**config.mk**
```make
export PLATFORM = sky130hd
export DESIGN_NAME = ndiv_ramp_ctrl
export DESIGN_NICKNAME = d
export VERILOG_FILES = /design/src/rtl/ndr_pkg.sv /design/src/rtl/ndr_tick.sv /design/src/rtl/ndr_poll_cnt.sv /design/src/rtl/ndiv_ramp_ctrl.sv
export SDC_FILE = /design/constraint.sdc
export NUM_CORES = 1
export LEC_CHECK = 0
export BUFFER_PORTS_ARGS = -buffer_cell sky130_fd_sc_hd__buf_2
export CORE_UTILIZATION = 51
export DETAILED_ROUTE_END_ITERATION = 8
export GPL_TIMING_DRIVEN = 0
export MAX_ROUTING_LAYER = met4
export PLACE_DENSITY = 0.82
export SETUP_SLACK_MARGIN = 0.05
export SLEW_MARGIN = 30
export SYNTH_ARGS = -nofsm -noshare
export SYNTH_HDL_FRONTEND = slang
export SYNTH_HIERARCHICAL = 1
export SYNTH_SLANG_ARGS = --single-unit
```
**constraint.sdc**
```tcl
create_clock -name clk -period 2.5 [get_ports clk]
set_clock_uncertainty 0.2 [all_clocks]
set_input_delay 0.125 -clock clk [delete_from_list [all_inputs] [get_ports clk]]
set_output_delay 0.125 -clock clk [all_outputs]
set_load 0.01 [all_outputs]
```
**src/rtl/ndr_pkg.sv**
```systemverilog
package ndr_pkg;
    typedef enum logic [1:0] {
        ST_IDLE    = 2'd0,
        ST_WAIT_N  = 2'd1,
        ST_WAIT_EN = 2'd2,
        ST_POLL    = 2'd3
    } ndr_state_e;

    localparam logic [7:0] STEP_A_VAL = 8'h2B;
    localparam logic [7:0] STEP_B_VAL = 8'h0B;
endpackage

```
**src/rtl/ndr_tick.sv**
```systemverilog
module ndr_tick #(
    parameter int DIV = 100
) (
    input  logic clk,
    input  logic rst_n,
    input  logic clear,
    output logic tick
);
    localparam int CW = (DIV > 1) ? $clog2(DIV) : 1;
    localparam logic [CW-1:0] LAST = CW'(DIV - 1);

    logic [CW-1:0] cnt_q;

    assign tick = (cnt_q == LAST);

    always_ff @(posedge clk or negedge rst_n) begin
        if (!rst_n)
            cnt_q <= '0;
        else if (clear || tick)
            cnt_q <= '0;
        else
            cnt_q <= cnt_q + 1'b1;
    end
endmodule

```
**src/rtl/ndr_poll_cnt.sv**
```systemverilog
module ndr_poll_cnt #(
    parameter int MAX = 500
) (
    input  logic clk,
    input  logic rst_n,
    input  logic reload,
    input  logic inc,
    output logic last
);
    localparam int PW = $clog2(MAX + 1);
    localparam logic [PW-1:0] LAST = PW'(MAX - 1);

    logic [PW-1:0] cnt_q;

    assign last = (cnt_q == LAST);

    always_ff @(posedge clk or negedge rst_n) begin
        if (!rst_n)
            cnt_q <= '0;
        else if (reload)
            cnt_q <= '0;
        else if (inc && !last)
            cnt_q <= cnt_q + 1'b1;
    end
endmodule

```
**src/rtl/ndiv_ramp_ctrl.sv**
```systemverilog
module ndiv_ramp_ctrl
    import ndr_pkg::*;
#(
    parameter int TICK_DIV  = 100,
    parameter int MAX_POLLS = 500,
    parameter int M_W       = 8,
    parameter int N_W       = 8,
    parameter int PL_W      = 6,
    parameter int N_INIT    = 40
) (
    input  logic                      clk,
    input  logic                      rst_n,
    input  logic                      start,
    input  logic [N_W-1:0]            target_n,
    input  logic [M_W-1:0]            m_in,
    input  logic [PL_W-1:0]           pl_in,
    input  logic                      ramp_done_sync,
    output logic [7:0]                step_a,
    output logic [7:0]                step_b,
    output logic                      slowdown,
    output logic                      ramp_en,
    output logic [PL_W+N_W+M_W-1:0]   coeff_word,
    output logic                      busy,
    output logic                      done,
    output logic                      timeout
);
    ndr_state_e state_q, state_d;

    logic [N_W-1:0] n_q, tgt_q;
    logic           tick, last_poll;
    logic           accept, skip, finish;

    assign accept = (state_q == ST_IDLE) && start && (target_n != n_q);
    assign skip   = (state_q == ST_IDLE) && start && (target_n == n_q);
    assign finish = (state_q == ST_POLL) && tick && (ramp_done_sync || last_poll);

    ndr_tick #(.DIV(TICK_DIV)) u_tick (
        .clk   (clk),
        .rst_n (rst_n),
        .clear (accept),
        .tick  (tick)
    );

    ndr_poll_cnt #(.MAX(MAX_POLLS)) u_poll (
        .clk    (clk),
        .rst_n  (rst_n),
        .reload (accept),
        .inc    ((state_q == ST_POLL) && tick),
        .last   (last_poll)
    );

    always_comb begin
        state_d = state_q;
        unique case (state_q)
            ST_IDLE:    if (accept) state_d = ST_WAIT_N;
            ST_WAIT_N:  if (tick)   state_d = ST_WAIT_EN;
            ST_WAIT_EN: if (tick)   state_d = ST_POLL;
            ST_POLL:    if (finish) state_d = ST_IDLE;
            default:                state_d = ST_IDLE;
        endcase
    end

    always_ff @(posedge clk or negedge rst_n) begin
        if (!rst_n)
            state_q <= ST_IDLE;
        else
            state_q <= state_d;
    end

    always_ff @(posedge clk or negedge rst_n) begin
        if (!rst_n) begin
            step_a   <= '0;
            step_b   <= '0;
            slowdown <= 1'b0;
            ramp_en  <= 1'b0;
            n_q      <= N_W'(N_INIT);
            tgt_q    <= N_W'(N_INIT);
            done     <= 1'b0;
            timeout  <= 1'b0;
        end else begin
            done    <= skip || finish;
            timeout <= finish && !ramp_done_sync;
            if (accept) begin
                step_a   <= STEP_A_VAL;
                step_b   <= STEP_B_VAL;
                slowdown <= 1'b1;
                tgt_q    <= target_n;
            end
            if ((state_q == ST_WAIT_N) && tick)
                n_q <= tgt_q;
            if ((state_q == ST_WAIT_EN) && tick)
                ramp_en <= 1'b1;
            if (finish) begin
                slowdown <= 1'b0;
                ramp_en  <= 1'b0;
            end
        end
    end

    assign busy       = (state_q != ST_IDLE);
    assign coeff_word = {pl_in, n_q, m_in};
endmodule

```
## Word level (Yosys, flattened, before mapping)

Index checks and enable logic that the tools add are counted.

- Bits in registers: 40
- Input port bits: 26
- Output and inout bits: 43
- Logic and storage cells: 56

- Add/subtract/negate cells: 2
- Equal/unequal tests: 11
- Multiplexer cells: 12
- Reductions and logical operators: 20

Operators by type and width:

| kind | count |
|---|---|
| 9-bit 2-to-1 mux | 2 |
| 9-bit by 1-bit adder with 9-bit output (second input constant) | 1 |
| 9-bit == test (second input constant) | 1 |
| 1-bit logical AND | 9 |
| 8-bit == test | 1 |
| 2-bit 2-to-1 mux | 4 |
| 8-bit inequality test | 1 |
| 2-bit one-hot mux with 4 select lines | 1 |
| 2-bit nonzero test | 4 |
| 7-bit by 1-bit adder with 7-bit output (second input constant) | 1 |
| 7-bit == test (second input constant) | 1 |
| 7-bit 2-to-1 mux | 1 |
| 2-bit inequality test (second input constant) | 3 |
| 2-bit == test (second input constant) | 2 |
| 1-bit 2-to-1 mux | 4 |
| 4-bit AND reduction | 1 |
| 1-bit logical OR | 3 |
| 2-bit by 1-bit == test with 1-bit output (second input constant) | 1 |
| 1-bit zero test | 2 |
| 2-bit zero test | 1 |
| 2-bit by 1-bit inequality test with 1-bit output (second input constant) | 1 |

## Logic depth before layout (Yosys ltp)

- Word-level depth: 5
- Mapped depth: 8
- Gate-level depth less buffers: 7

## By module

The synthesis kept the hierarchy.

By module, submodules not included:

| module | times used | cells each | area an instance (um^2) | sequential area each (um^2) |
|---|---|---|---|---|
| ndiv_ramp_ctrl | 1 | 113 | 1328.8 | 580.6 |
| ndr_poll_cnt | 1 | 50 | 488.0 | 225.2 |
| ndr_tick | 1 | 31 | 319.1 | 175.2 |

## Least setup slack after synthesis

No wires, ideal clock.

- Kind: reg2reg
- From: reg u_tick.cnt_q[0]
- To: reg u_poll.cnt_q[7]
- Arrival time: 1.923 ns
- Data required time: 2.222 ns
- Path slack: 0.299 ns
- Stages on the path, launching flop included: 8
- Buffers on the path: 0
- Path through: dfrtp_1 ha_1 nand4bb_1 nor2_1 and2_1 nand4_1 or4_1 a21oi_1

- Word-level cells in the longest chain between the ends: 4

RTL lines:

| element | line | RTL |
|---|---|---|
| start: declaration | ndr_tick.sv:12 | `logic [CW-1:0] cnt_q;` |
| start signal: assignment | ndr_tick.sv:22 | `cnt_q <= cnt_q + 1'b1;` |
| 7-bit == test | ndr_tick.sv:14 | `assign tick = (cnt_q == LAST);` |
| via tick | ndiv_ramp_ctrl.sv:30 | `logic tick, last_poll;` |
| 1-bit logical AND | ndiv_ramp_ctrl.sv:48 | `.inc ((state_q == ST_POLL) && tick),` |
| 1-bit logical AND | ndr_poll_cnt.sv:22 | `else if (inc && !last)` |
| 2-bit nonzero test (no line) | - |  |
| end signal: assignment | ndr_poll_cnt.sv:23 | `cnt_q <= cnt_q + 1'b1;` |
| end: declaration | ndr_poll_cnt.sv:13 | `logic [PW-1:0] cnt_q;` |

The timed path passes the listed nets, and every way through them passes these cells.
A chain may end at the register's enable or synchronous reset.

## Worst setup path in the final report

Same ends and word-level chain as after synthesis.

==> impl_metrics.yaml <==
synthesis:
  synth.cell_area_mm2: 0.00214
  synthArstFlopShare_pct: 100
  synthCells: 194
  synth_top_area_share_pct: 41.0
  seq_area_frac_synth_pct: 45.9
  synth-main-ff-cell: "dfrtp_1"
  syn_avg_cell_area_um2: 11.0
  ys_warn_count: 6
  synth_area_leader_cell: "dfrtp_1"
  synth_area_leaders: "dfrtp_1, buf_4, mux2_2"
  synth_edf_count: 0
  ys_types: 42
  ys_ff_latch: 39
detailed_routing:
  ant_nets: 0
  drc: 0
  wl_per_cell_um: 13.3
  post_drt_via_cell_ratio: 5.08
  first_pass_iters: 6
  drtIter0Drc: 59
  vias: 1606
  drt_wl_total_um: 4200
placed_design:
  gp_congestion: 0.710
  dp_hpwl_um: 2850
  io_buffers: 45
  dp_cells: 297
  pre_cts_ws_ns: 0.0427
power_and_ir_drop:
  vdd_drop_max_uv: 426
  p_per_area_mw_per_mm2: 770
  p_leak_nw: 1.35
  power_mw: 2.09
worst_setup_path:
  crit_arrival_ns: 2.40
  critPathSlowestCell: "or4_1"
  reg2reg_to: "u_poll/cnt_q[7]"
  worstSetupPathType: "flop to flop"
  r2r_start: "u_tick/cnt_q[0]"
  crit_required_ns: 2.53
  cp-start-kind: "flop"
  critical_path.max_stage_delay_ns: 0.52
  rrSetupSlack_ns: 0.13
  crit_family: "simple AND/OR/NAND/NOR gates"
  cp_cell_sequence: "ha_1, nand4bb_1, nor2_2, and2_2, nand4_1, or4_1, a21oi_1"
  end_kind: "flop"
  cp_num_cells: 7
  crit_buf_inv: 0
  r2r_cells: 7
  cp_max_fo: 7
floorplanning:
  start_util_pct: 53.4
  die_y_um: 66.7
  die_x_um: 66.7
  core_mm2: 0.00400
  dieArea_mm2: 0.00445
  boundaryPins: 69
  rows: 23
cells_and_area:
  final_cell_mix: "buf_2, dfrtp_1, buf_4"
  drive_gt1_share_pct: 43.2
  fillers: 300
  antenna_cells: 0
  areaGrowthSynthToFinish_pct: 27.2
  final_nets: 297
  final_cells: 316
  final_common_cell: "buf_2"
sta:
  layout_min_cycle_time_ns: 2.37
  final_hold_viol_count: 0
  rsz0062_at_grt: "true"
  setup_violations: 0
  post-route-period-util_pct: 94.8
  setup_ws_ns: 0.129
  setup_tns_ns: 0
  fmax_mhz: 422
  final_max_slew_viol_count: 0
cts:
  root_buffer: "clkbuf_8"
  postCtsSetupBuffers: 0
  clock_path_buffers: 2
  cts_sinks: 39
  cts_buffers: 5
  clk_latency_ns: 0.30
  ctsHtreeMaxLevel: 2
  clk_pin_slew_ns: 0.08
  cts_tree: "built"
global_route:
  grt_max_degree: 40
  track_usage_pct: 20.8
  gr-total-overflow: 0
  antenna_found_initial: 0
  grt_pass1_wl_um: 6510
  grt_pass1_vias: 1407
run:
  maxCapViolations: 0
outcome:
  status: "completed"
worst_hold_path:
  hp-class: "input pin to async pin"
cell type report:
| class | count | area (µm²) | area share (%) |
|---|---|---|---|
| sequential | 39 | 981 | 36.1 |
| multi-input combinational | 125 | 935 | 34.4 |
| timing repair buffer | 56 | 338 | 12.4 |
| buffer | 33 | 245 | 9.03 |
| clock buffer | 5 | 68.8 | 2.53 |
| clock inverter | 3 | 67.6 | 2.49 |
| tap | 50 | 62.6 | 2.30 |
| inverter | 5 | 18.8 | 0.691 |
through the flow:
| step | util (%) | hold WS [ns] | area, µm² |
|---|---|---|---|
| detailed placement | 61.3 | 0.0829 | 2450 |
| global route | 67.9 | 0.192 | 2720 |
| global placement | 61.3 | 0.0761 | 2450 |
| floorplan | - | -0.371 | 2170 |
| finish | 67.9 | 0.130 | 2720 |
| CTS | 67.6 | 0.233 | 2700 |
worst max-delay path by stage:
stage | slack [ns] | from | to
detailed placement | 0.04 | u_tick/cnt_q[0] | u_poll/cnt_q[7]
CTS | 0.09 | u_tick/cnt_q[0] | u_poll/cnt_q[7]
finish | 0.13 | u_tick/cnt_q[0] | u_poll/cnt_q[7]
global placement | 0.07 | u_tick/cnt_q[0] | u_poll/cnt_q[7]
global route | 0.0005 | u_tick/cnt_q[0] | u_poll/cnt_q[7]
floorplan | 0.30 | u_tick/cnt_q[0] | u_poll/cnt_q[7]
flip-flops by register name, summed over array words and instances, names as in the netlist:
signal	cells
u_poll/cnt_q	9
n_q	8
tgt_q	8
u_tick/cnt_q	7
state_q	2
done	1
ramp_en	1
slowdown	1
step_a	1
timeout	1
per-layer routing:
layer	GRT usage [%]	vias up	routed length, µm
li1	-	768	-
met5	-	-	0
met1	24.6	780	1710
met4	7.18	0	61
met3	5.65	6	224
met2	34.2	52	2210
cell usage after synthesis, types with 2 or more instances:
library cell  number
a21oi_1            8
buf_4             30
clkbuf_1           2
dfrtp_1           35
dfstp_2            4
ha_1               6
inv_1              5
mux2_2            10
mux2_4             7
mux2i_1            3
nand2_1           10
nand2b_1           3
nand3_1            5
nand4_1            2
nor2_1            13
nor2b_1            2
nor4_2             2
o21ai_0            8
or3_1              5
xor2_1            12
worst reg2reg max path, stage by stage, from the launching register on:
cell,delay [ns]
dfrtp_1,0.37
ha_1,0.21
nand4bb_1,0.18
nor2_2,0.22
and2_2,0.24
nand4_1,0.22
or4_1,0.52
a21oi_1,0.15
cell families after synthesis:
group	synth area share, %
AND/OR/NAND/NOR	13.2
flip-flops	45.9
XOR/XNOR	5.33
AO/OA/AOI/OAI	7.91
buffers and inverters	12.3
other	0.176
adder cells (fa/ha/maj)	3.51
multiplexers	11.6
repair_timing:
item | 4_1_cts | 5_1_grt
gates resized for setup | 1 | 4
setup endpoints to repair | 1 | 4
hold buffers | 11 | 0
hold endpoints to repair | 46 | 0
power breakdown:
| part | switching (mW) | internal [mW] | leakage [nW] |
|---|---|---|---|
| Clock | 0.229 | 0.398 | 0.0644 |
| Sequential | 0.0964 | 0.770 | 0.490 |
| Combinational | 0.278 | 0.322 | 0.794 |
| Total | 0.604 | 1.49 | 1.35 |
Power figures use the tool's default switching activity.
